--- src/rtl/serctl_pkg.sv ---
package serctl_pkg;
  localparam int MAX_REGS = 32;
  localparam int FRAME_LEN = 16;
  localparam int HDR_LEN = 8;
  localparam logic [1:0] DEV_ID = 2'b01;

  function automatic logic [MAX_REGS*8-1:0] default_image();
    logic [MAX_REGS*8-1:0] img;
    for (int i = 0; i < MAX_REGS; i++) img[i*8 +: 8] = 8'((i * 37 + 5) % 256);
    return img;
  endfunction
endpackage

--- src/rtl/serctl_sync.sv ---
module serctl_sync #(
  parameter int W = 1,
  parameter logic [W-1:0] RST_VAL = '0
) (
  input  logic         clk,
  input  logic         rst,
  input  logic [W-1:0] d,
  output logic [W-1:0] q
);
  logic [W-1:0] meta;

  genvar g;
  generate
    for (g = 0; g < W; g++) begin : g_bit
      always_ff @(posedge clk) begin
        if (rst) begin
          meta[g] <= RST_VAL[g];
          q[g]    <= RST_VAL[g];
        end else begin
          meta[g] <= d[g];
          q[g]    <= meta[g];
        end
      end
    end
  endgenerate
endmodule

--- src/rtl/serctl_mclk_mon.sv ---
module serctl_mclk_mon #(
  parameter int TIMEOUT = 32
) (
  input  logic clk,
  input  logic rst,
  input  logic mclk_s,
  output logic mclk_ok
);
  localparam int CW = $clog2(TIMEOUT + 1);
  logic [CW-1:0] idle_cnt;
  logic          mclk_q;
  logic          edge_seen;

  assign edge_seen = mclk_s ^ mclk_q;

  always_ff @(posedge clk) begin
    if (rst) begin
      mclk_q   <= 1'b0;
      idle_cnt <= '0;
      mclk_ok  <= 1'b1;
    end else begin
      mclk_q <= mclk_s;
      if (edge_seen) begin
        idle_cnt <= '0;
        mclk_ok  <= 1'b1;
      end else if (idle_cnt == CW'(TIMEOUT)) begin
        mclk_ok <= 1'b0;
      end else begin
        idle_cnt <= idle_cnt + 1'b1;
      end
    end
  end

  // any master clock edge re-enables writes on the next cycle
  a_r8_edge_revives: assert property (@(posedge clk) disable iff (rst)
    edge_seen |=> mclk_ok);
endmodule

--- src/rtl/serctl_frame.sv ---
module serctl_frame
  import serctl_pkg::*;
#(
  parameter int ADDR_W = 5
) (
  input  logic              clk,
  input  logic              rst,
  input  logic              cs_s,
  input  logic              sclk_s,
  input  logic              sdi_s,
  input  logic [7:0]        rd_data,
  output logic [ADDR_W-1:0] rd_addr,
  output logic              wr_stb,
  output logic [ADDR_W-1:0] wr_addr,
  output logic [7:0]        wr_data,
  output logic              sdo,
  output logic              sdo_oe
);
  localparam int CNT_W  = $clog2(FRAME_LEN + 1);
  localparam int DATA_W = FRAME_LEN - HDR_LEN;

  logic                 sclk_q;
  logic                 rise, fall;
  logic [CNT_W-1:0]     bit_cnt;
  logic [FRAME_LEN-2:0] shreg;
  logic [FRAME_LEN-1:0] nxt;
  logic                 rd_active;
  logic [DATA_W-1:0]    out_sr;

  assign rise = sclk_s & ~sclk_q;
  assign fall = ~sclk_s & sclk_q;
  assign nxt  = {shreg, sdi_s};

  always_ff @(posedge clk) begin
    if (rst) sclk_q <= 1'b1;
    else     sclk_q <= sclk_s;
  end

  always_ff @(posedge clk) begin
    if (rst || cs_s) begin
      bit_cnt   <= '0;
      shreg     <= '0;
      rd_active <= 1'b0;
      rd_addr   <= '0;
      out_sr    <= '0;
      sdo       <= 1'b0;
      sdo_oe    <= 1'b0;
      wr_stb    <= 1'b0;
      wr_addr   <= '0;
      wr_data   <= '0;
    end else begin
      wr_stb <= 1'b0;
      if (rise && bit_cnt < CNT_W'(FRAME_LEN)) begin
        shreg   <= nxt[FRAME_LEN-2:0];
        bit_cnt <= bit_cnt + 1'b1;
        if (bit_cnt == CNT_W'(HDR_LEN - 1) && nxt[7:6] == DEV_ID && !nxt[5]) begin
          rd_active <= 1'b1;
          rd_addr   <= nxt[ADDR_W-1:0];
        end
        if (bit_cnt == CNT_W'(FRAME_LEN - 1) && nxt[15:14] == DEV_ID && nxt[13]) begin
          wr_stb  <= 1'b1;
          wr_addr <= nxt[8 +: ADDR_W];
          wr_data <= nxt[7:0];
        end
      end
      if (fall && rd_active) begin
        if (!sdo_oe) begin
          sdo_oe <= 1'b1;
          out_sr <= rd_data;
          sdo    <= rd_data[DATA_W-1];
        end else begin
          out_sr <= {out_sr[DATA_W-2:0], 1'b0};
          sdo    <= out_sr[DATA_W-2];
        end
      end
    end
  end

  // deselecting always releases the output on the next cycle
  a_r4_release_on_deselect: assert property (@(posedge clk) disable iff (rst)
    cs_s |=> !sdo_oe);
  // the output is only ever enabled inside a matching read frame
  a_r1_drive_needs_read: assert property (@(posedge clk) disable iff (rst)
    sdo_oe |-> rd_active);
  // a frame commits at most one write, as a single-cycle strobe
  a_r2_single_strobe: assert property (@(posedge clk) disable iff (rst)
    wr_stb |=> !wr_stb);
endmodule

--- src/rtl/serctl_regfile.sv ---
module serctl_regfile #(
  parameter int NUM_REGS = 24,
  parameter int ADDR_W = 5,
  parameter logic [8*32-1:0] DEFAULTS = '0
) (
  input  logic                  clk,
  input  logic                  rst,
  input  logic                  pdn_s,
  input  logic                  mclk_ok,
  input  logic                  wr_stb,
  input  logic [ADDR_W-1:0]     wr_addr,
  input  logic [7:0]            wr_data,
  input  logic [ADDR_W-1:0]     rd_addr,
  output logic [7:0]            rd_data,
  output logic [8*NUM_REGS-1:0] cfg_image
);
  logic [7:0] regs [NUM_REGS];
  logic       wr_ok;

  assign wr_ok = wr_stb & pdn_s & mclk_ok;

  genvar g;
  generate
    for (g = 0; g < NUM_REGS; g++) begin : g_reg
      always_ff @(posedge clk) begin
        if (rst || !pdn_s)
          regs[g] <= DEFAULTS[g*8 +: 8];
        else if (wr_ok && wr_addr == ADDR_W'(g))
          regs[g] <= wr_data;
      end
      assign cfg_image[g*8 +: 8] = regs[g];
    end
  endgenerate

  always_comb begin
    rd_data = '0;
    if (int'(rd_addr) < NUM_REGS) rd_data = regs[rd_addr];
  end

  // power-down forces the default image on the following cycle
  a_r6_pdn_defaults: assert property (@(posedge clk) disable iff (rst)
    !pdn_s |=> cfg_image == DEFAULTS[8*NUM_REGS-1:0]);
  // a strobe arriving while the master clock is missing changes nothing
  a_r8_no_write_without_mclk: assert property (@(posedge clk) disable iff (rst)
    (wr_stb && !mclk_ok && pdn_s) |=> $stable(cfg_image));
endmodule

--- src/rtl/serctl_port.sv ---
module serctl_port
  import serctl_pkg::*;
#(
  parameter int NUM_REGS = 24,
  parameter int MCLK_TIMEOUT = 32,
  parameter logic [8*MAX_REGS-1:0] REG_DEFAULTS = serctl_pkg::default_image()
) (
  input  logic                  clk,
  input  logic                  rst,
  input  logic                  pwr_dn_n,
  input  logic                  mclk,
  input  logic                  cs_n,
  input  logic                  sclk,
  input  logic                  sdi,
  output logic                  sdo,
  output logic                  sdo_oe,
  output logic [8*NUM_REGS-1:0] cfg_image
);
  localparam int ADDR_W = 5;

  logic [4:0]        pins_s;
  logic              pdn_s, mclk_s, cs_s, sclk_s, sdi_s;
  logic              mclk_ok;
  logic              wr_stb;
  logic [ADDR_W-1:0] wr_addr, rd_addr;
  logic [7:0]        wr_data, rd_data;

  serctl_sync #(.W(5), .RST_VAL(5'b10110)) u_sync (
    .clk(clk), .rst(rst),
    .d({pwr_dn_n, mclk, cs_n, sclk, sdi}),
    .q(pins_s)
  );
  assign {pdn_s, mclk_s, cs_s, sclk_s, sdi_s} = pins_s;

  serctl_mclk_mon #(.TIMEOUT(MCLK_TIMEOUT)) u_mon (
    .clk(clk), .rst(rst), .mclk_s(mclk_s), .mclk_ok(mclk_ok)
  );

  serctl_frame #(.ADDR_W(ADDR_W)) u_frame (
    .clk(clk), .rst(rst), .cs_s(cs_s), .sclk_s(sclk_s), .sdi_s(sdi_s),
    .rd_data(rd_data), .rd_addr(rd_addr),
    .wr_stb(wr_stb), .wr_addr(wr_addr), .wr_data(wr_data),
    .sdo(sdo), .sdo_oe(sdo_oe)
  );

  serctl_regfile #(.NUM_REGS(NUM_REGS), .ADDR_W(ADDR_W), .DEFAULTS(REG_DEFAULTS)) u_regs (
    .clk(clk), .rst(rst), .pdn_s(pdn_s), .mclk_ok(mclk_ok),
    .wr_stb(wr_stb), .wr_addr(wr_addr), .wr_data(wr_data),
    .rd_addr(rd_addr), .rd_data(rd_data), .cfg_image(cfg_image)
  );
endmodule

--- config.mk ---
export PLATFORM = sky130hd
export DESIGN_NAME = serctl_port
export DESIGN_NICKNAME = d
export VERILOG_FILES = /design/src/rtl/serctl_pkg.sv /design/src/rtl/serctl_sync.sv /design/src/rtl/serctl_mclk_mon.sv /design/src/rtl/serctl_frame.sv /design/src/rtl/serctl_regfile.sv /design/src/rtl/serctl_port.sv
export SDC_FILE = /design/constraint.sdc
export NUM_CORES = 1
export LEC_CHECK = 0
export BUFFER_PORTS_ARGS = -buffer_cell sky130_fd_sc_hd__buf_2
export CAP_MARGIN = 10
export CORE_AREA = 2 2 164 166
export CTS_BUF_LIST = sky130_fd_sc_hd__clkbuf_8
export CTS_CLUSTER_SIZE = 12
export DETAILED_ROUTE_END_ITERATION = 16
export DIE_AREA = 0 0 166 168
export PLACE_DENSITY = 0.68
export SETUP_SLACK_MARGIN = 0.3
export SLEW_MARGIN = 20
export SYNTH_ARGS = -nofsm -noshare
export SYNTH_HDL_FRONTEND = slang
export SYNTH_HIERARCHICAL = 1
export SYNTH_SLANG_ARGS = --single-unit
export TNS_END_PERCENT = 30
--- constraint.sdc ---
create_clock -name clk -period 2.5 [get_ports clk]
set_input_delay 0.25 -clock clk [delete_from_list [all_inputs] [get_ports clk]]
set_output_delay 0.25 -clock clk [all_outputs]
set_load 0.02 [all_outputs]
==> impl_table.tex, run 1 <==
\begin{tabular}{lr}
\hline
Metric & Value \\
\hline
\multicolumn{2}{l}{\textbf{Outcome}} \\
\quad Outcome & completed \\
\multicolumn{2}{l}{\textbf{GRT}} \\
\quad Global route total overflow & 0 \\
\quad Wire length of the first global-routing pass & roughly 52 mm \\
\quad Initial antenna violation count & 1 \\
\quad Largest net degree at the start of global routing & 44 \\
\quad Vias in the first global route & roughly 8600 \\
\quad Total Routing Usage GR & approximately a quarter \\
\multicolumn{2}{l}{\textbf{Drt}} \\
\quad Ratio of routed vias to standard cells & approximately 5.6 \\
\quad Post-DRT Antenna Nets & 0 \\
\quad Total number of vias & 8729 \\
\quad Drc violations & 0 \\
\quad First-pass DRT Iterations & 6 \\
\quad Number of DRC markers in iteration 0 & 1029 \\
\quad Final Routed Wirelength & 34.2 mm \\
\quad Routed length per instance & about 22 um \\
\multicolumn{2}{l}{\textbf{Clock network}} \\
\quad Num Clock Sinks & 260 \\
\quad Clock tree root driver cell & sky130\_fd\_sc\_hd\_\_clkbuf\_8 \\
\quad Htree depth & 2 \\
\quad Buffers from clock root to sink, at most & 3 \\
\quad Num CTS Buffers & between 40 and 50 \\
\quad Clock tree from TritonCTS & built \\
\quad Clock slew at the register clock pins of the worst setup and hold paths & $\sim$0.060 ns \\
\quad Worst skew pair latency & about 0.56 ns \\
\multicolumn{2}{l}{\textbf{Yosys}} \\
\quad Proportion of synthesized flip-flops having asynchronous set or reset & 0\% \\
\quad Most common library cells after synthesis & sky130\_fd\_sc\_hd\_\_edfxtp\_1, sky130\_fd\_sc\_hd\_\_and2\_1, sky130\_fd\_sc\_hd\_\_or3\_1 \\
\quad Cell taking the most area after synthesis & sky130\_fd\_sc\_hd\_\_edfxtp\_1 \\
\quad Yosys warning count & 6 \\
\quad Leading cell types by total area after synthesis & sky130\_fd\_sc\_hd\_\_edfxtp\_1, sky130\_fd\_sc\_hd\_\_dfxtp\_1, sky130\_fd\_sc\_hd\_\_mux2i\_1 \\
\quad Synth Net Count & around 1000 \\
\quad Most frequent cell after synthesis & sky130\_fd\_sc\_hd\_\_edfxtp\_1 \\
\quad Share of synthesized area occupied by flip-flops and latches & between 60\% and 70\% \\
\quad Number of distinct library cell variants in the gate-level netlist after synthesis & 55 \\
\quad Mean area per synthesized cell & between 10 and 15 um\^{}2 \\
\quad Top-area cell type share of the netlist area & about half \\
\quad Cell Area, Synth & 11800 um\^{}2 \\
\quad Ys flop type & sky130\_fd\_sc\_hd\_\_edfxtp\_1 \\
\quad Number of enable-type register cells in the synthesized netlist & roughly 190 \\
\quad Number of instances in the synthesized netlist & 961 \\
\quad Number of flip-flops and latches in the synthesized netlist & 260 \\
\multicolumn{2}{l}{\textbf{Layout}} \\
\quad Footprint of the flip-flops and latches & 7130 um\^{}2 \\
\quad Final-stage net count & approximately 1200 \\
\quad Combined area of the multi-input logic cells & $\sim$4300 um\^{}2 \\
\quad Non-filler cells, final & $\sim$1600 \\
\quad Share of cells above drive strength 1 & 27.0\% \\
\quad Diode insertion count for antenna repair & 0 \\
\quad Fillcell total & 2293 \\
\quad Synthesis-to-layout area growth & 19.7\% \\
\multicolumn{2}{l}{\textbf{Setup path}} \\
\quad Critical register-to-register path endpoint & u\_regs/regs[7][1] \\
\quad Required time at the worst-slack endpoint & around 2.8 ns \\
\quad Arrival time of the worst setup path & 2.37 ns \\
\quad Worst setup path end & u\_regs/regs[7][1] \\
\quad Worst-path cell chain & nand3\_2 -> o21ai\_0 -> buf\_4 \\
\quad Highest cell delay on the worst timing path & 0.68 ns \\
\quad Master of the slowest instance on the critical path & sky130\_fd\_sc\_hd\_\_dfxtp\_1 \\
\quad Startpoint of the lowest-slack register-to-register path & u\_frame/wr\_addr[1] \\
\quad Setup crit start & u\_frame/wr\_addr[1] \\
\quad Critical Path Source Type & flip-flop \\
\quad Minimum setup slack among reg-to-reg paths & roughly 0.39 ns \\
\quad Top fanout value on the critical path & 19 \\
\quad Crit end category & flip-flop \\
\quad Class of the most critical setup path & flip-flop to flip-flop \\
\quad Cell count of the worst reg-to-reg path & 3 \\
\multicolumn{2}{l}{\textbf{Placement}} \\
\quad Total of buffers placed on input and output ports & 200 \\
\quad Total half-perimeter wirelength after legalization and detailed placement & 23.9 mm \\
\quad Placer's final routability congestion estimate & about 0.85 \\
\quad Number of instances in the placed design & around 1500 \\
\multicolumn{2}{l}{\textbf{Floorplanning}} \\
\quad Initial core utilization & about 45\% \\
\quad Chip height & between 150 and 200 um \\
\quad Top-Level Pins & 201 \\
\quad Core Footprint & about 26000 um\^{}2 \\
\quad Cell Rows & 60 \\
\quad Area of the die & roughly 28000 um\^{}2 \\
\quad Die Wd & roughly 170 um \\
\multicolumn{2}{l}{\textbf{Power and ir drop}} \\
\quad Power Dens Cells & approximately 600 nW/um\^{}2 \\
\quad Total leakage power & between 0.004 and 0.005 uW \\
\quad Maximum vdd drop & around 0.00042 V \\
\multicolumn{2}{l}{\textbf{STA}} \\
\quad Aggregate negative setup slack & 0 ns \\
\quad Setup-failing EPs final & 0 \\
\quad Worst Max-Slew Pin Slew & 1.18 ns \\
\quad Clock period minus final worst setup slack & about 2.1 ns \\
\quad Worst hold margin & roughly 0.037 ns \\
\quad Max Slew Vio Count & 0 \\
\quad Top achievable clock speed & about 0.47 GHz \\
\quad Tcrit/Tclk final & 84.5\% \\
\quad Remaining max-slew budget at the tightest pin & approximately a fifth \\
\quad Post-route clock skew & around 0.028 ns \\
\quad Setup repair after global routing missed its margin & yes \\
\quad Count of final hold-check violations & 0 \\
\multicolumn{2}{l}{\textbf{Hold path}} \\
\quad Path type of the worst min-delay path & input pin to flip-flop \\
\multicolumn{2}{l}{\textbf{Job}} \\
\quad Number of maximum-capacitance violations & 0 \\
\hline
\end{tabular}
[per-layer routing]
| metal | global-route usage [%] | share of wire [%] |
|---|---|---|
| met2 | 41.3 | 50 |
| met5 | 0 | 0 |
| met3 | 4.35 | 6.6 |
| met1 | 31.2 | 41 |
| met4 | 8.02 | 3.0 |
[metrics by stage]
stage,total power [uW],utilization (%),worst slack (ns),cell area (um^2)
after detailed placement,5280,50.2,0.326,13200
after global routing,8830,53.5,0.300,14100
final,8560,53.5,0.387,14100
after global placement,5270,50.2,0.377,13200
after floorplan,5080,-,0.479,11800
after CTS,8610,53.4,0.306,14100
[how the worst min path moves through the flow]
stage,startpoint,endpoint,depth (start not counted)
6_report,rst,u_sync/q[3],2
5_1_grt,rst,u_mon/mclk_q,2
4_1_cts,rst,u_sync/q[3],2
3_5_place_dp,u_sync/meta[1],u_sync/q[1],1
3_3_place_gp,u_sync/meta[1],u_sync/q[1],1
2_1_floorplan,rst,u_mon/mclk_q,1
[power breakdown]
part           leakage [uW]  switching (uW)  internal [uW]  total (uW)
combinational       0.00200             278            141         419
sequential          0.00223            63.2           4710        4780
clock              0.000467            1680           1680        3360
[state kept, by name, summed over array words and instances, names as in the netlist]
name and cells:
u_frame/shreg 15, u_sync/q 5, u_frame/rd_addr 5, u_frame/sclk_q 1, u_frame/wr_stb 1, u_sync/meta 5, u_frame/sdo_oe 1, u_frame/rd_active 1
u_mon/mclk_ok 1, u_mon/mclk_q 1, u_frame/wr_data 8, u_mon/idle_cnt 6, u_frame/wr_addr 5, u_frame/bit_cnt 5, u_regs/regs 192, u_frame/out_sr 7
u_frame/sdo 1
[kinds of logic after synthesis]
logic type / count (synthesis) / synth area share, %
multiplexers: 93 / 9.91
adder cells (fa/ha/maj): 4 / 0.425
AND/OR/NAND/NOR: 393 / 19.0
flip-flops: 260 / 60.5
XOR/XNOR: 5 / 0.372
buffers and inverters: 79 / 3.43
AO/OA/AOI/OAI: 127 / 6.39
[critical path: cells and delay by family (launching register included)]
kind                   cells  cell delay (ns)
AO/OA/AOI/OAI              1             0.38
AND/OR/NAND/NOR            1             0.55
flip-flops                 1             0.68
buffers and inverters      1             0.22
[layout by cell type, fill, tap and decap left out, types with 26 or more instances in the layout]
cell type,instances
sky130_fd_sc_hd__dfxtp_1,64
sky130_fd_sc_hd__edfxtp_1,192
sky130_fd_sc_hd__mux2i_1,77
sky130_fd_sc_hd__buf_2,200
sky130_fd_sc_hd__nand2_1,56
sky130_fd_sc_hd__nor2_1,40
sky130_fd_sc_hd__buf_4,51
sky130_fd_sc_hd__a21oi_1,42
sky130_fd_sc_hd__o21ai_0,35
sky130_fd_sc_hd__clkbuf_8,45
sky130_fd_sc_hd__inv_1,26
sky130_fd_sc_hd__or3_1,87
sky130_fd_sc_hd__and2_1,99
sky130_fd_sc_hd__nand3_1,40
[timing repair]
action	CTS	global route
hold buffers	5	0
hold endpoints to repair	5	0
buffers inserted	0	4
gates resized for setup	0	3
setup endpoints to repair	0	16
[layout make-up]
cell class	count	share of cell area (%)
well taps	341	3.02
multi-input cells	622	30.2
clock inverters	36	1.14
inverters	6	0.160
clock buffers	45	4.39
repair buffers	259	10.5
flip-flops and latches	260	50.6
No activity file was read; power rests on OpenSTA's default activity.
==> inputs of run 2 (changes only) <==
--- a/config.mk
+++ b/config.mk
@@ -12,7 +12,7 @@
 export CTS_CLUSTER_SIZE = 12
 export DETAILED_ROUTE_END_ITERATION = 16
 export DIE_AREA = 0 0 166 168
-export PLACE_DENSITY = 0.68
+export PLACE_DENSITY = 0.71
 export SETUP_SLACK_MARGIN = 0.3
 export SLEW_MARGIN = 20
 export SYNTH_ARGS = -nofsm -noshare
==> constraint.sdc (replaced) <==
create_clock -name clk -period 1.8 [get_ports clk]
set_input_delay 0.18 -clock clk [delete_from_list [all_inputs] [get_ports clk]]
set_output_delay 0.18 -clock clk [all_outputs]
set_load 0.02 [all_outputs]
==> run 2 against run 1 <==
Net effect:
- the flow now finishes with violations (setup timing)
- critical endpoint is now u_frame/out_sr[5]
- largest cell class unchanged
- highest routed layer unchanged
- clock-buffer cell count grew 6
- design area is 14% higher
- non-clock buffer count increased by 67
==> impl_table.tex, run 2 (same netlist as run 1, synthesis figures left out) <==
\begin{tabular}{lr}
\hline
Metric & Value \\
\hline
\multicolumn{2}{l}{\textbf{Layout}} \\
\quad Largest regs & u\_regs/regs: 192 flops, u\_frame/shreg: 15 flops, u\_frame/wr\_data: 8 flops \\
\quad Synthesis-to-layout area growth & 36.9\% \\
\quad Top library cells by usage in the layout, fill and taps aside & sky130\_fd\_sc\_hd\_\_buf\_2, sky130\_fd\_sc\_hd\_\_edfxtp\_1, sky130\_fd\_sc\_hd\_\_or3\_1 \\
\quad Diode insertion count for antenna repair & 0 (unchanged) \\
\quad Flip-flop count of the largest register after layout & 192 (unchanged) \\
\quad Non-filler cells, final & 1634 (+4.1\%) \\
\quad Share of cells above drive strength 1 & 43.9\% (+17 points) \\
\quad Fillcell total & 2005 (-13\%) \\
\quad Design Area, Final & 16100 um\^{}2 (+14\%) \\
\quad Leading cell type in the layout, fill and taps excluded & sky130\_fd\_sc\_hd\_\_buf\_2 \\
\quad Footprint of the flip-flops and latches & 7150 um\^{}2 (+0.26\%) \\
\quad Top reg by flops & u\_regs/regs \\
\quad Final-stage net count & 1270 (+5.5\%) \\
\quad Combined area of the multi-input logic cells & 5060 um\^{}2 (+19\%) \\
\multicolumn{2}{l}{\textbf{Floorplanning}} \\
\quad Initial core utilization & 44.7\% (unchanged) \\
\quad Core Footprint & 26400 um\^{}2 (unchanged) \\
\quad Die Wd & 166 um (unchanged) \\
\quad Area of the die & 27900 um\^{}2 (unchanged) \\
\quad Top-Level Pins & 201 (unchanged) \\
\quad Chip height & 168 um (unchanged) \\
\quad Cell Rows & 60 (unchanged) \\
\multicolumn{2}{l}{\textbf{Clock network}} \\
\quad Worst skew pair latency & 0.55 ns (about the same) \\
\quad Clock tree root driver cell & sky130\_fd\_sc\_hd\_\_clkbuf\_8 \\
\quad Num CTS Buffers & 43 (-2.3\%) \\
\quad Buffers from clock root to sink, at most & 3 (unchanged) \\
\quad Htree depth & 2 (unchanged) \\
\quad Clock slew at the register clock pins of the worst setup and hold paths & 0.06 ns (about the same) \\
\quad Clock tree from TritonCTS & built \\
\quad Num Clock Sinks & 260 (unchanged) \\
\multicolumn{2}{l}{\textbf{GRT}} \\
\quad Global routing's busiest layer & met2 \\
\quad Total Routing Usage GR & 25.4\% (+1.2 points) \\
\quad Wire length of the first global-routing pass & 53.9 mm (+4.0\%) \\
\quad Vias in the first global route & 9100 (+5.4\%) \\
\quad GR Util met2 & 43.7\% (+2.4 points) \\
\quad Global route total overflow & 0 (unchanged) \\
\quad Initial antenna violation count & 0 (-1) \\
\quad Met3 Usage GRT & 4.16\% (-0.19 points) \\
\quad Largest net degree at the start of global routing & 44 (unchanged) \\
\quad Met1 usage & 30.9\% (-0.23 points) \\
\multicolumn{2}{l}{\textbf{Setup path}} \\
\quad Worst-path cell chain & buf\_12 -> buf\_16 -> mux2i\_2 -> a221oi\_2 -> nor2\_1 -> o211ai\_1 -> mux2i\_1 -> a211oi\_1 \\
\quad Class of the most critical setup path & flip-flop to flip-flop \\
\quad Crit end category & flip-flop \\
\quad Critical Path Source Type & flip-flop \\
\quad Highest cell delay on the worst timing path & 0.37 ns (-0.31 ns) \\
\quad CP bufs+invs & 2 (+1) \\
\quad Top fanout value on the critical path & 10 (-9) \\
\quad Minimum setup slack among reg-to-reg paths & -0.11 ns (-0.50 ns) \\
\quad Required time at the worst-slack endpoint & 2.26 ns (-0.50 ns) \\
\quad Family with the most delay on the worst path & compound AO/OA/AOI/OAI gates \\
\quad Arrival time of the worst setup path & 2.37 ns (about the same) \\
\quad Master of the slowest instance on the critical path & sky130\_fd\_sc\_hd\_\_dfxtp\_4 \\
\multicolumn{2}{l}{\textbf{STA}} \\
\quad Worst Max-Slew Pin Slew & 1.17 ns (-0.00690 ns) \\
\quad Clock period minus final worst setup slack & 1.91 ns (-0.203 ns) \\
\quad Setup repair after global routing missed its margin & yes \\
\quad Top achievable clock speed & 0.524 GHz (+11\%) \\
\quad Aggregate negative setup slack & -0.437 ns (-0.437 ns) \\
\quad Remaining max-slew budget at the tightest pin & 21.6\% (+0.46 points) \\
\quad Final Worst Setup Slack & -0.110 ns (-0.497 ns) \\
\quad Max Slew Vio Count & 0 (unchanged) \\
\quad Tcrit/Tclk final & 106\% (+22 points) \\
\quad Post-route clock skew & 0.0368 ns (+0.00894 ns) \\
\quad Setup-failing EPs final & 8 (+8) \\
\quad Count of final hold-check violations & 0 (unchanged) \\
\multicolumn{2}{l}{\textbf{Drt}} \\
\quad Final Routed Wirelength & 37.0 mm (+8.2\%) \\
\quad Number of DRC markers in iteration 0 & 966 (-6.1\%) \\
\quad Ratio of routed vias to standard cells & 5.68 (+2.1\%) \\
\quad Drc violations & 0 (unchanged) \\
\quad Routed length per instance & 22.7 um (+3.9\%) \\
\quad First-pass DRT Iterations & 5 (-1) \\
\quad Total number of vias & 9277 (+6.3\%) \\
\quad Post-DRT Antenna Nets & 0 (unchanged) \\
\multicolumn{2}{l}{\textbf{Placement}} \\
\quad Total half-perimeter wirelength after legalization and detailed placement & 24.7 mm (+3.7\%) \\
\quad Number of instances in the placed design & 1507 (+1.9\%) \\
\quad Total of buffers placed on input and output ports & 200 (unchanged) \\
\quad Instance area at placement & 13800 um\^{}2 (+3.9\%) \\
\quad Minimum setup slack after placement & -0.184 ns (-0.509 ns) \\
\quad Placer's final routability congestion estimate & 0.867 (+2.1\%) \\
\multicolumn{2}{l}{\textbf{Power and ir drop}} \\
\quad Maximum vdd drop & 0.000493 V (+16\%) \\
\quad Power Dens Cells & 775 nW/um\^{}2 (+28\%) \\
\quad Post-route total power & 12500 uW (+46\%) \\
\quad Total leakage power & 0.00554 uW (+18\%) \\
\multicolumn{2}{l}{\textbf{Hold path}} \\
\quad Path type of the worst min-delay path & input pin to flip-flop \\
\multicolumn{2}{l}{\textbf{Job}} \\
\quad Number of maximum-capacitance violations & 0 (unchanged) \\
\multicolumn{2}{l}{\textbf{Outcome}} \\
\quad Failing checks & setup timing \\
\quad Outcome & finished with violations \\
\hline
\end{tabular}
[run 2: final timing paths]
path / from / end / cells past startpoint
max reg2reg: u_frame/rd_addr[0] / u_frame/out_sr[5] / 8
max: u_frame/rd_addr[0] / u_frame/out_sr[5] / 8
min reg2reg: u_sync/meta[4] / u_sync/q[4] / 1
min: rst / u_sync/meta[3] / 3
[run 2: timing repair]
action	4_1_cts	5_1_grt
endpoints found under the setup margin	396	389
hold endpoints to repair	5	0
setup buffers	14	18
hold buffers	5	0
pin swaps	110	116
gates cloned	10	1
resized for setup	118	126
[run 2: tightest hold or removal path: stages]
cell                      delay (ns)
sky130_fd_sc_hd__buf_2          0.11
sky130_fd_sc_hd__buf_4          0.17
sky130_fd_sc_hd__nor2b_1        0.05
[run 2: report_power, final]
group	switching, uW	internal, uW	total, uW
clock	2350	2860	5220
combinational	405	241	646
sequential	98.9	6540	6640
[run 2: final cells by class]
cell class,instances,share of cell area [%]
clock buffer,51,4.35
tap,341,2.64
clock inverter,28,1.04
timing repair buffer,326,16.2
sequential,260,44.3
multi-input combinational,622,31.3
inverter,6,0.140
[run 2: metrics by stage]
stage | hold WS (ns) | utilization [%]
2_1_floorplan | 0.252 | -
3_3_place_gp | 0.358 | 52.2
3_5_place_dp | 0.359 | 52.2
4_1_cts | 0.0359 | 58.8
5_1_grt | 0.0532 | 61.3
6_report | 0.0476 | 61.3
[run 2: layer usage]
| metal | part of all wire (%) | wire [um] |
|---|---|---|
| met4 | 4.5 | 1670 |
| met1 | 37 | 13500 |
| met5 | 0 | 0 |
| met3 | 8.7 | 3200 |
| met2 | 50 | 18600 |
==> inputs of run 3 (changes only) <==
--- a/config.mk
+++ b/config.mk
@@ -7,12 +7,12 @@
 export LEC_CHECK = 0
 export BUFFER_PORTS_ARGS = -buffer_cell sky130_fd_sc_hd__buf_2
 export CAP_MARGIN = 10
-export CORE_AREA = 2 2 164 166
+export CORE_AREA = 2 2 153 155
 export CTS_BUF_LIST = sky130_fd_sc_hd__clkbuf_8
 export CTS_CLUSTER_SIZE = 12
 export DETAILED_ROUTE_END_ITERATION = 16
-export DIE_AREA = 0 0 166 168
-export PLACE_DENSITY = 0.71
+export DIE_AREA = 0 0 155 157
+export PLACE_DENSITY = 0.8
 export SETUP_SLACK_MARGIN = 0.3
 export SLEW_MARGIN = 20
 export SYNTH_ARGS = -nofsm -noshare
==> run 3 against run 2 <==
Net effect:
- the flow still finishes with violations (setup timing)
- sequential power about the same
- core utilization is 10 points higher
- final cell count is 3.9% lower
- largest cell class unchanged
==> impl_table.tex, run 3 (same netlist as run 1, synthesis figures left out) <==
\begin{tabular}{lr}
\hline
Metric & Value \\
\hline
\multicolumn{2}{l}{\textbf{Outcome}} \\
\quad Outcome & finished with violations \\
\quad Failing checks & setup timing \\
\multicolumn{2}{l}{\textbf{Placement}} \\
\quad Placer's final routability congestion estimate & 0.933 (+7.6\%) \\
\quad Total of buffers placed on input and output ports & 200 (unchanged) \\
\quad Number of instances in the placed design & 1450 (-3.8\%) \\
\quad Total half-perimeter wirelength after legalization and detailed placement & 25.1 mm (+1.5\%) \\
\quad Minimum setup slack after placement & -0.0699 ns (+0.114 ns) \\
\multicolumn{2}{l}{\textbf{Drt}} \\
\quad Post-DRT Antenna Nets & 0 (unchanged) \\
\quad Routed length per instance & 24.6 um (+8.8\%) \\
\quad Ratio of routed vias to standard cells & 6.12 (+7.7\%) \\
\quad Number of DRC markers in iteration 0 & 1081 (+12\%) \\
\quad Total number of vias & 9604 (+3.5\%) \\
\quad Final Routed Wirelength & 38.7 mm (+4.5\%) \\
\quad First-pass DRT Iterations & 5 (unchanged) \\
\quad Drc violations & 0 (unchanged) \\
\multicolumn{2}{l}{\textbf{Floorplanning}} \\
\quad Area of the die & 24300 um\^{}2 (-13\%) \\
\quad Top-Level Pins & 201 (unchanged) \\
\quad Initial core utilization & 52.4\% (+7.6 points) \\
\quad Cell Rows & 55 (-8.3\%) \\
\quad Chip height & 157 um (-6.5\%) \\
\quad Die Wd & 155 um (-6.6\%) \\
\quad Core Footprint & 22500 um\^{}2 (-15\%) \\
\multicolumn{2}{l}{\textbf{GRT}} \\
\quad Largest net degree at the start of global routing & 44 (unchanged) \\
\quad Total Routing Usage GR & 30.2\% (+4.8 points) \\
\quad Initial antenna violation count & 0 (unchanged) \\
\quad Met1 usage & 38.5\% (+7.6 points) \\
\quad Vias in the first global route & 9223 (+1.4\%) \\
\quad Met3 Usage GRT & 5.40\% (+1.2 points) \\
\quad Global routing's busiest layer & met2 \\
\quad Wire length of the first global-routing pass & 54.8 mm (+1.7\%) \\
\quad Global route total overflow & 0 (unchanged) \\
\quad GR Util met2 & 50.7\% (+6.9 points) \\
\multicolumn{2}{l}{\textbf{Layout}} \\
\quad Flip-flop count of the largest register after layout & 192 (unchanged) \\
\quad Utilization after layout & 71.7\% (+10 points) \\
\quad Largest regs & u\_regs/regs: 192 flops, u\_frame/shreg: 15 flops, u\_frame/wr\_data: 8 flops \\
\quad Leading cell type in the layout, fill and taps excluded & sky130\_fd\_sc\_hd\_\_buf\_2 \\
\quad Fillcell total & 1434 (-28\%) \\
\quad Top library cells by usage in the layout, fill and taps aside & sky130\_fd\_sc\_hd\_\_buf\_2, sky130\_fd\_sc\_hd\_\_edfxtp\_1, sky130\_fd\_sc\_hd\_\_or3\_1 \\
\quad Non-filler cells, final & 1570 (-3.9\%) \\
\quad Synthesis-to-layout area growth & 36.9\% (about the same) \\
\quad Share of cells above drive strength 1 & 44.9\% (+0.97 points) \\
\quad Top reg by flops & u\_regs/regs \\
\quad Final-stage net count & 1265 (-0.39\%) \\
\quad Diode insertion count for antenna repair & 0 (unchanged) \\
\multicolumn{2}{l}{\textbf{Clock network}} \\
\quad Clock slew at the register clock pins of the worst setup and hold paths & 0.06 ns (about the same) \\
\quad Num Clock Sinks & 260 (unchanged) \\
\quad Buffers from clock root to sink, at most & 3 (unchanged) \\
\quad Htree depth & 2 (unchanged) \\
\quad Clock tree root driver cell & sky130\_fd\_sc\_hd\_\_clkbuf\_8 \\
\quad Num CTS Buffers & 43 (unchanged) \\
\quad Worst skew pair latency & 0.55 ns (about the same) \\
\quad Clock tree from TritonCTS & built \\
\multicolumn{2}{l}{\textbf{Setup path}} \\
\quad Required time at the worst-slack endpoint & 2.25 ns (about the same) \\
\quad Top fanout value on the critical path & 6 (-4) \\
\quad Arrival time of the worst setup path & 2.33 ns (-0.04 ns) \\
\quad Worst-path cell chain & buf\_6 -> buf\_16 -> buf\_12 -> mux2i\_2 -> a22oi\_1 -> nand3\_1 -> nand3\_2 -> mux2i\_1 -> a211oi\_1 \\
\quad Family with the most delay on the worst path & compound AO/OA/AOI/OAI gates \\
\quad Master of the slowest instance on the critical path & sky130\_fd\_sc\_hd\_\_dfxtp\_4 \\
\quad CP bufs+invs & 3 (+1) \\
\quad Class of the most critical setup path & flip-flop to flip-flop \\
\quad Crit end category & flip-flop \\
\quad Critical Path Source Type & flip-flop \\
\quad Highest cell delay on the worst timing path & 0.40 ns (+0.03 ns) \\
\multicolumn{2}{l}{\textbf{STA}} \\
\quad Top achievable clock speed & 0.534 GHz (+2.0\%) \\
\quad Setup repair after global routing missed its margin & yes \\
\quad Tcrit/Tclk final & 104\% (-2.1 points) \\
\quad Setup-failing EPs final & 5 (-3) \\
\quad Clock period minus final worst setup slack & 1.87 ns (-0.0370 ns) \\
\quad Aggregate negative setup slack & -0.180 ns (+0.257 ns) \\
\quad Worst Max-Slew Pin Slew & 0.786 ns (-0.388 ns) \\
\quad Post-route clock skew & 0.0263 ns (-0.0105 ns) \\
\quad Worst hold margin & 0.322 ns (+0.275 ns) \\
\quad Count of final hold-check violations & 0 (unchanged) \\
\quad Final Worst Setup Slack & -0.0729 ns (+0.0370 ns) \\
\quad Max Slew Vio Count & 0 (unchanged) \\
\quad Remaining max-slew budget at the tightest pin & 47.5\% (+26 points) \\
\multicolumn{2}{l}{\textbf{Power and ir drop}} \\
\quad Power Dens Cells & 770 nW/um\^{}2 (-0.52\%) \\
\quad Total leakage power & 0.00556 uW (+0.40\%) \\
\quad Maximum vdd drop & 0.000510 V (+3.6\%) \\
\multicolumn{2}{l}{\textbf{Job}} \\
\quad Number of maximum-capacitance violations & 0 (unchanged) \\
\multicolumn{2}{l}{\textbf{Hold path}} \\
\quad Path type of the worst min-delay path & input pin to flip-flop \\
\hline
\end{tabular}
-- run 3: final timing paths --
kind | start | endpoint | cells past startpoint | slack, ns
setup / recovery | u_frame/rd_addr[0] | u_frame/sdo | 9 | -0.07
hold / removal | rst | u_regs/regs[19][2] | 4 | 0.32
setup reg to reg | u_frame/rd_addr[0] | u_frame/sdo | 9 | -0.07
hold reg to reg | u_sync/meta[2] | u_sync/q[2] | 1 | 0.41
-- run 3: through the flow --
step	area [um^2]	power [uW]
2_1_floorplan	12000	7080
3_3_place_gp	13700	7350
3_5_place_dp	13700	7360
4_1_cts	15400	12400
5_1_grt	16100	12700
6_report	16100	12400
-- run 3: tightest hold or removal path: stages --
cell                      delay, ns
sky130_fd_sc_hd__buf_2         0.09
sky130_fd_sc_hd__and2b_1       0.20
sky130_fd_sc_hd__buf_12        0.17
sky130_fd_sc_hd__o21ai_2       0.08
-- run 3: cell type report --
class                   instances  area, um^2  share of cell area [%]
flip-flops and latches        260        7150                    44.3
clock inverters                24         124                   0.768
well taps                     285         357                    2.21
multi-input cells             622        5190                    32.2
clock buffers                  52         716                    4.44
repair buffers                321        2580                    16.0
inverters                       6        22.5                   0.140
-- run 3: where the power goes --
group          switching (uW)  internal, uW
Sequential                101          6540
Clock                    2350          2750
Combinational             426           266
Total                    2880          9550
-- run 3: metal layers --
layer,up-vias,wire length [um]
met1,4681,13400
met2,671,19200
met3,129,4240
li1,4123,-
met4,0,1800
met5,-,0
-- run 3: what timing repair did --
item | in CTS | in global routing
gates resized for setup | 128 | 140
endpoints found under the setup margin | 345 | 417
gates cloned | 8 | 3
hold endpoints to repair | 7 | 0
setup buffers | 14 | 11
pin swaps | 147 | 146
hold buffers | 8 | 0
